### src/rtl/rsb_pkg.sv
package rsb_pkg;
   typedef enum logic [1:0] {
      OP_HIT   = 2'd0,
      OP_FILL  = 2'd1,
      OP_EVICT = 2'd2,
      OP_NONE  = 2'd3
   } rsb_op_e;
endpackage

### src/rtl/rsb_lru_ages.sv
module rsb_lru_ages #(
   parameter int WAYS = 8,
   localparam int WW  = $clog2(WAYS)
) (
   input  logic                     clk,
   input  logic                     rst_n,
   input  logic                     touch,
   input  logic                     drop,
   input  logic [WW-1:0]            way,
   output logic [WAYS-1:0][WW-1:0]  age
);
   logic [WAYS-1:0][WW-1:0] age_nx;
   logic [WW-1:0]           ref_age;

   always_comb begin
      ref_age = age[way];
      age_nx  = age;
      for (int i = 0; i < WAYS; i++) begin
         if (touch) begin
            if (WW'(i) == way)            age_nx[i] = '0;
            else if (age[i] < ref_age)    age_nx[i] = age[i] + 1'b1;
         end else if (drop) begin
            if (WW'(i) == way)            age_nx[i] = WW'(WAYS - 1);
            else if (age[i] > ref_age)    age_nx[i] = age[i] - 1'b1;
         end
      end
   end

   always_ff @(posedge clk) begin
      if (!rst_n) begin
         for (int i = 0; i < WAYS; i++) age[i] <= WW'(i);
      end else begin
         age <= age_nx;
      end
   end

   logic [WAYS-1:0] is_oldest;
   always_comb begin
      for (int i = 0; i < WAYS; i++) is_oldest[i] = (age[i] == WW'(WAYS - 1));
   end

   logic          last_touch;
   logic [WW-1:0] last_way;
   always_ff @(posedge clk) begin
      if (!rst_n) begin
         last_touch <= 1'b0;
         last_way   <= '0;
      end else begin
         last_touch <= touch;
         last_way   <= way;
      end
   end


   single_oldest_chk: assert property (@(posedge clk) disable iff (!rst_n)
      $countones(is_oldest) == 1);

   touched_is_mru_chk: assert property (@(posedge clk) disable iff (!rst_n)
      last_touch |-> age[last_way] == '0);
endmodule

### src/rtl/rsb_prot_track.sv
module rsb_prot_track #(
   parameter int WAYS    = 8,
   parameter int THR_LOC = 2,
   parameter int THR_REM = 2,
   localparam int WW     = $clog2(WAYS),
   localparam int CW     = $clog2(WAYS + 1)
) (
   input  logic                clk,
   input  logic                rst_n,
   input  logic                fill,
   input  logic                drop,
   input  logic [WW-1:0]       way,
   input  logic                remote,
   input  logic                home_rem,
   output logic [WAYS-1:0]     flag,
   output logic [WAYS-1:0]     cls_rem,
   output logic [CW-1:0]       cnt_loc,
   output logic [CW-1:0]       cnt_rem
);
   logic          rel_loc, rel_rem, grant;
   logic [CW-1:0] base_loc, base_rem, cnt_loc_nx, cnt_rem_nx;

   always_comb begin
      rel_loc  = (fill | drop) & flag[way] & ~cls_rem[way];
      rel_rem  = (fill | drop) & flag[way] &  cls_rem[way];
      base_loc = (rel_loc && cnt_loc != '0) ? cnt_loc - 1'b1 : cnt_loc;
      base_rem = (rel_rem && cnt_rem != '0) ? cnt_rem - 1'b1 : cnt_rem;
      grant    = fill & remote &
                 (home_rem ? (base_rem < CW'(THR_REM)) : (base_loc < CW'(THR_LOC)));
      cnt_loc_nx = base_loc + CW'(grant & ~home_rem);
      cnt_rem_nx = base_rem + CW'(grant &  home_rem);
   end

   always_ff @(posedge clk) begin
      if (!rst_n) begin
         flag    <= '0;
         cls_rem <= '0;
         cnt_loc <= '0;
         cnt_rem <= '0;
      end else begin
         cnt_loc <= cnt_loc_nx;
         cnt_rem <= cnt_rem_nx;
         if (fill) begin
            flag[way]    <= grant;
            cls_rem[way] <= home_rem;
         end else if (drop) begin
            flag[way]    <= 1'b0;
         end
      end
   end

   logic          last_drop;
   logic [WW-1:0] last_way;
   always_ff @(posedge clk) begin
      if (!rst_n) begin
         last_drop <= 1'b0;
         last_way  <= '0;
      end else begin
         last_drop <= drop;
         last_way  <= way;
      end
   end


   loc_bound_chk: assert property (@(posedge clk) disable iff (!rst_n)
      cnt_loc <= CW'(THR_LOC));

   rem_bound_chk: assert property (@(posedge clk) disable iff (!rst_n)
      cnt_rem <= CW'(THR_REM));

   loc_count_match_chk: assert property (@(posedge clk) disable iff (!rst_n)
      $countones(flag & ~cls_rem) == int'(cnt_loc));

   rem_count_match_chk: assert property (@(posedge clk) disable iff (!rst_n)
      $countones(flag & cls_rem) == int'(cnt_rem));

   evict_clears_flag_chk: assert property (@(posedge clk) disable iff (!rst_n)
      last_drop |-> !flag[last_way]);
endmodule

### src/rtl/rsb_window_mon.sv
module rsb_window_mon #(
   parameter int WIN_LEN = 8,
   parameter int EN_NUM  = 1,
   parameter int EN_DEN  = 2,
   localparam int MW     = $clog2(WIN_LEN + 1)
) (
   input  logic clk,
   input  logic rst_n,
   input  logic miss_valid,
   input  logic miss_remote,
   output logic bias_on
);
   logic [MW-1:0] tot_cnt, rem_cnt, rem_new;
   logic          win_end, meets;

   always_comb begin
      rem_new = rem_cnt + MW'(miss_remote);
      win_end = miss_valid && (tot_cnt == MW'(WIN_LEN - 1));
      meets   = (32'(rem_new) * 32'(EN_DEN)) >= (32'(WIN_LEN) * 32'(EN_NUM));
   end

   always_ff @(posedge clk) begin
      if (!rst_n) begin
         tot_cnt <= '0;
         rem_cnt <= '0;
         bias_on <= 1'b0;
      end else if (win_end) begin
         tot_cnt <= '0;
         rem_cnt <= '0;
         bias_on <= meets;
      end else if (miss_valid) begin
         tot_cnt <= tot_cnt + 1'b1;
         rem_cnt <= rem_new;
      end
   end


   bias_moves_at_end_chk: assert property (@(posedge clk) disable iff (!rst_n)
      !$stable(bias_on) |-> $past(win_end));

   window_bound_chk: assert property (@(posedge clk) disable iff (!rst_n)
      tot_cnt < MW'(WIN_LEN) && rem_cnt <= tot_cnt);
endmodule

### src/rtl/rsb_victim_pick.sv
module rsb_victim_pick #(
   parameter int WAYS = 8,
   localparam int WW  = $clog2(WAYS)
) (
   input  logic [WAYS-1:0][WW-1:0] age,
   input  logic [WAYS-1:0]         prot,
   output logic [WW-1:0]           victim
);
   logic          have_free;
   logic [WW-1:0] free_way, free_age, any_way, any_age;

   always_comb begin
      have_free = 1'b0;
      free_way  = '0;
      free_age  = '0;
      any_way   = '0;
      any_age   = age[0];
      for (int i = 0; i < WAYS; i++) begin
         if (age[i] > any_age) begin
            any_age = age[i];
            any_way = WW'(i);
         end
         if (!prot[i] && (!have_free || age[i] > free_age)) begin
            have_free = 1'b1;
            free_age  = age[i];
            free_way  = WW'(i);
         end
      end
      victim = have_free ? free_way : any_way;
   end
endmodule

### src/rtl/rsb_victim_sel.sv
module rsb_victim_sel #(
   parameter int WAYS    = 8,
   parameter int THR_LOC = 2,
   parameter int THR_REM = 2,
   parameter int WIN_LEN = 8,
   parameter int EN_NUM  = 1,
   parameter int EN_DEN  = 2,
   localparam int WW     = $clog2(WAYS),
   localparam int CW     = $clog2(WAYS + 1)
) (
   input  logic          clk,
   input  logic          rst_n,
   input  logic          ev_valid,
   input  logic [1:0]    ev_op,
   input  logic [WW-1:0] ev_way,
   input  logic          ev_remote,
   input  logic          ev_home_rem,
   input  logic          miss_valid,
   input  logic          miss_remote,
   output logic [WW-1:0] victim_way,
   output logic          bias_on
);
   import rsb_pkg::*;

   if (WAYS < 2) begin : g_bad_ways
      $error("rsb_victim_sel: WAYS must be at least 2");
   end
   if (THR_LOC < 1 || THR_LOC > WAYS) begin : g_bad_thr_loc
      $error("rsb_victim_sel: THR_LOC must lie in 1..WAYS");
   end
   if (THR_REM < 1 || THR_REM > WAYS) begin : g_bad_thr_rem
      $error("rsb_victim_sel: THR_REM must lie in 1..WAYS");
   end
   if (WIN_LEN < 1 || EN_DEN < 1 || EN_NUM < 0 || EN_NUM > EN_DEN) begin : g_bad_win
      $error("rsb_victim_sel: window parameters out of range");
   end

   rsb_op_e op;
   logic    do_touch, do_fill, do_drop;

   always_comb begin
      op       = rsb_op_e'(ev_op);
      do_fill  = ev_valid && (op == OP_FILL);
      do_touch = ev_valid && (op == OP_HIT || op == OP_FILL);
      do_drop  = ev_valid && (op == OP_EVICT);
   end

   logic [WAYS-1:0][WW-1:0] age;
   logic [WAYS-1:0]         flag, cls_rem, prot;
   logic [CW-1:0]           cnt_loc, cnt_rem;
   logic                    loc_open, rem_open;

   rsb_lru_ages #(.WAYS(WAYS)) i_ages (
      .clk(clk), .rst_n(rst_n), .touch(do_touch), .drop(do_drop),
      .way(ev_way), .age(age));

   rsb_prot_track #(.WAYS(WAYS), .THR_LOC(THR_LOC), .THR_REM(THR_REM)) i_prot (
      .clk(clk), .rst_n(rst_n), .fill(do_fill), .drop(do_drop), .way(ev_way),
      .remote(ev_remote), .home_rem(ev_home_rem), .flag(flag), .cls_rem(cls_rem),
      .cnt_loc(cnt_loc), .cnt_rem(cnt_rem));

   rsb_window_mon #(.WIN_LEN(WIN_LEN), .EN_NUM(EN_NUM), .EN_DEN(EN_DEN)) i_win (
      .clk(clk), .rst_n(rst_n), .miss_valid(miss_valid),
      .miss_remote(miss_remote), .bias_on(bias_on));

   assign loc_open = cnt_loc < CW'(THR_LOC);
   assign rem_open = cnt_rem < CW'(THR_REM);

   for (genvar w = 0; w < WAYS; w++) begin : g_prot
      assign prot[w] = bias_on & flag[w] & (cls_rem[w] ? rem_open : loc_open);
   end

   rsb_victim_pick #(.WAYS(WAYS)) i_pick (
      .age(age), .prot(prot), .victim(victim_way));


   victim_unprotected_chk: assert property (@(posedge clk) disable iff (!rst_n)
      (|(~prot)) |-> !prot[victim_way]);

   no_bias_no_prot_chk: assert property (@(posedge clk) disable iff (!rst_n)
      !bias_on |-> age[victim_way] == WW'(WAYS - 1));
endmodule

### config.mk
export PLATFORM = sky130hd
export DESIGN_NAME = rsb_victim_sel
export DESIGN_NICKNAME = d
export VERILOG_FILES = /design/src/rtl/rsb_pkg.sv /design/src/rtl/rsb_lru_ages.sv /design/src/rtl/rsb_prot_track.sv /design/src/rtl/rsb_window_mon.sv /design/src/rtl/rsb_victim_pick.sv /design/src/rtl/rsb_victim_sel.sv
export SDC_FILE = /design/constraint.sdc
export NUM_CORES = 1
export LEC_CHECK = 0
export CORE_MARGIN = 2
export CORE_UTILIZATION = 40
export CTS_BUF_LIST = sky130_fd_sc_hd__clkbuf_4 sky130_fd_sc_hd__clkbuf_8 sky130_fd_sc_hd__clkbuf_16
export DETAILED_ROUTE_END_ITERATION = 8
export PLACE_DENSITY_LB_ADDON = 0.3
export RECOVER_POWER = 100
export SLEW_MARGIN = 25
export SYNTH_ARGS = -nofsm -noshare
export SYNTH_HDL_FRONTEND = slang
export SYNTH_SLANG_ARGS = --single-unit
### constraint.sdc
create_clock -name clk -period 14.39 [get_ports clk]
set_clock_uncertainty 0.15 [all_clocks]
set_input_delay 4.317 -clock clk [delete_from_list [all_inputs] [get_ports clk]]
set_output_delay 4.317 -clock clk [all_outputs]
set_load 0.05 [all_outputs]
==> results.md <==
- Setup repair after global routing could not meet its margin everywhere.
- The floorplan step defined a die boundary enclosing 0.0172 sq mm.
- TritonCTS built the clock tree.
- The worst hold path belongs to the class reg2reg.
- The average footprint of a synthesized cell is 7.91 sq um.
- Dividing the final minimum period by the clock period gives 0.998.
- The final cell count without fillers is 1078.
- The endpoint arrival time on the critical path is 9.90 ns.
- The count of hold-fix buffers inserted at cts is 0.
- Measured on the finished design, the core utilization comes to 0.483.
- STA classifies the critical path startpoint as a flop.
- The weighted congestion reported at the end of routability-driven placement is 0.866.
- The predominant post-synthesis flop cell is sky130_fd_sc_hd__dfxtp_1.
- Of all cell types, the one taking the most synthesized area is sky130_fd_sc_hd__dfxtp_1.
- The number of global-route vias before repair is 5787.
- The post-placement cell area is 0.00684 sq mm.
- The number of placed I/O pins is 16.
- The worst setup slack before clock tree synthesis is -0.160 ns.
- The number of buffers inserted during clock tree synthesis is 9.
- The tool flagged a number of max-cap violations equal to 2.
- The layout-stage area growth over the synthesis result is 18.5%.
- Once detailed placement completed, the half-perimeter wirelength came to 13.7 mm.
- During synthesis, Yosys emitted a total of 0 warnings.
- The floorplan step set the die width to 131 microns.
- After detailed placement, the design holds a cell count of 1027.
- The critical path capture point type is an output port.
- The unique cell type count in the Yosys netlist is 72.
- The number of nets in the synthesized netlist is 919.
- The global-route congestion overflow total is 0.
- The number of hold-slack violations in the final timing report is 0.
- The mean routed wirelength per cell is 18.4 microns.
- The slowest stage cell on the critical path is sky130_fd_sc_hd__o211ai_1.
- The total core area is 0.0158 sq mm.
- The design draws 1.50 mW.
- The synthesized design contains 0 enable-type register cells.
- For this run, the total global-route usage over all layers was measured as 0.229.
- After detailed routing, the number of remaining DRC violations is 0.
- The maximum fanout along the worst path is 8.
- The maximum achievable frequency is 69.6 MHz.
- The final instance area is 0.00765 sq mm.
- For the worst-skew pair, the clock arrives at the later sink with an insertion delay of 0.34 ns.
- The fraction of final layout cells sized beyond drive strength 1 is 0.174.
- The net count of the finished layout is 960.
- The total negative slack for setup checks is 0 ns.
- The run finished, with violations left.
- The repair_antennas step left the layout with diodes totalling 0.
- The final-report max-slew violation count came to 19.
- The number of placement rows is 46.
- The worst path meets setup with 0.0224 ns of slack.
- CTS saw 57 sinks.
- For the pin with the worst max-slew slack, the measured transition is 2.19 ns.
- Dividing the detail-routed via count by the number of cells gives 6.00.
- The final critical path time including I/O delays and setup is 14.37 ns.
- For this design the static power due to leakage is 3.14 nW.
- Of the post-synthesis cell area, the dominant cell type holds 0.177.
- The number of antenna violations at the first check in global routing came to 0.
- The height of the chip is 131 microns.
- The cell sitting at the root of the clock tree is a sky130_fd_sc_hd__clkbuf_16.
- Entering global routing, the biggest net connects 27 pins.
- The worst hold slack is 0.354 ns.
- The count of input and output buffers is 15.
- The headroom to the max-slew limit is -0.498.
- The count of routing violations after the opening detailed-route iteration is 508.
- The most common cell in the netlist is sky130_fd_sc_hd__ha_1.
- Counting flops and latches in the post-synthesis netlist gives 57.
- STA puts the critical path data required time at 9.92 ns.
- Counting flops with an async set or reset pin after synthesis yields a share of 0.
- The wire length of the first global-routing pass is 30.7 mm.
- The worst-case IR drop observed on VDD is 0.292 mV.
- After synthesis, the most frequently instantiated cells are sky130_fd_sc_hd__ha_1, sky130_fd_sc_hd__nand2_1, sky130_fd_sc_hd__o21ai_0.
- Summing every instance area after synthesis gives 0.00645 sq mm.
- The H-tree depth is 3.
- The power density normalized to cell area is 196 mW/mm^2.
- For this block, the via count after detailed routing is 6464.
- The final reports fail on capacitance limit, slew limit.
- Synthesis produced a netlist whose cell count is 816.
- The effective utilization at floorplan is 0.408.
- Clock-pin slew was measured on the worst setup and hold paths at 0.06 ns.
- The remaining antenna violation count is 0.
- The sequential-to-total area share from yosys stat is 0.177.
- The most common cell type on the critical path is sky130_fd_sc_hd__ha_1.
- The longest clock path from root to sink contains 2 buffers.
- The first TritonRoute pass finished after 5 iterations.
- After synthesis, the cell types taking the most area are sky130_fd_sc_hd__dfxtp_1, sky130_fd_sc_hd__ha_1, sky130_fd_sc_hd__o21ai_0.
- The total length of routed wires is 19.8 mm.
- Setup violations remaining at the end of the flow were counted as 0.
- The critical path class is reg2out.
- The maximum single-stage delay on the critical path is 0.42 ns.
report_power, final:
group	switching, mW	internal, mW	total (mW)
combinational	0.572	0.520	1.09
clock	0.0864	0.135	0.222
sequential	0.0212	0.167	0.188
logic make-up after synthesis:
kind of cell             Yosys count  share of synthesized area
AO/OA/AOI/OAI                    257                      0.278
XOR/XNOR                          20                     0.0306
adder cells (fa/ha/maj)           91                      0.176
buffers and inverters             82                     0.0527
flip-flops                        57                      0.177
multiplexers                      37                     0.0706
AND/OR/NAND/NOR                  272                      0.215
cell usage in the layout (no fill, tap or decap), drive strengths merged, types with 7 or more instances in the layout:
master / Yosys / routed
ha: 91 / 91
nand2: 67 / 67
o21ai: 64 / 64
nor2: 62 / 62
dfxtp: 57 / 57
buf: 11 / 53
inv: 44 / 46
a21oi: 42 / 42
o211ai: 41 / 41
nand3: 31 / 31
nor2b: 25 / 25
o21a: 24 / 24
mux2i: 23 / 23
and3: 13 / 13
a31oi: 13 / 13
clkbuf: 27 / 13
nor3: 12 / 12
nand4: 11 / 11
xnor2: 11 / 11
nand2b: 10 / 10
and2: 9 / 9
nor4: 9 / 9
clkdlybuf4s50: 0 / 8
xor2: 8 / 8
mux2: 8 / 8
a21o: 7 / 7
o22ai: 7 / 7
registers in the layout (all words and copies together) (netlist names):
signal and flops:
i_ages.age 24, i_prot.cls_rem 8, i_prot.cnt_loc 4, i_prot.cnt_rem 4
i_prot.flag 8, i_win.bias_on 1, i_win.rem_cnt 4, i_win.tot_cnt 4
per-layer routing:
metal	vias to the layer above	global-route usage	part of all wire
met4	0	0.0751	0.016
met2	208	0.347	0.46
met5	-	0	0
met3	39	0.0497	0.067
li1	3148	-	-
met1	3069	0.323	0.46
cell type report:
type | count | area, sq um
Fill cell | 1524 | 8180
Multi-Input combinational cell | 677 | 5230
Sequential cell | 57 | 1140
Timing Repair Buffer | 68 | 534
Tap cell | 216 | 270
Clock buffer | 9 | 225
Inverter | 44 | 165
Clock inverter | 7 | 78.8
worst max-delay path: cells and delay by family (launching register included):
family | cells | cell delay, ns
muxes | 1 | 0.33
buffers and inverters | 5 | 0.70
adders and majority gates | 7 | 1.99
DFF | 1 | 0.34
AOI/OAI and AO/OA | 29 | 4.88
and+or+nand+nor | 11 | 1.33
timing repair:
action	CTS	global route
setup endpoints to repair	3	3
buffers inserted	20	15
pin swaps	3	37
gates resized for setup	8	57
path summary, 6_finish.rpt:
check / startpoint / endpoint / slack [ns] / cells past startpoint
setup / recovery: i_prot.cls_rem[0]$_SDFFE_PN0P_ / victim_way[1] / 0.02 / 53
hold / removal: i_win.rem_cnt[0]$_SDFFE_PP0P_ / i_win.rem_cnt[0]$_SDFFE_PP0P_ / 0.35 / 2
setup reg to reg: i_prot.cnt_loc[1]$_SDFF_PN0_ / i_prot.cnt_loc[3]$_SDFF_PN0_ / 9.53 / 15
hold reg to reg: i_win.rem_cnt[0]$_SDFFE_PP0P_ / i_win.rem_cnt[0]$_SDFFE_PP0P_ / 0.35 / 2
Note: power is estimated with default switching activity, not from simulation.
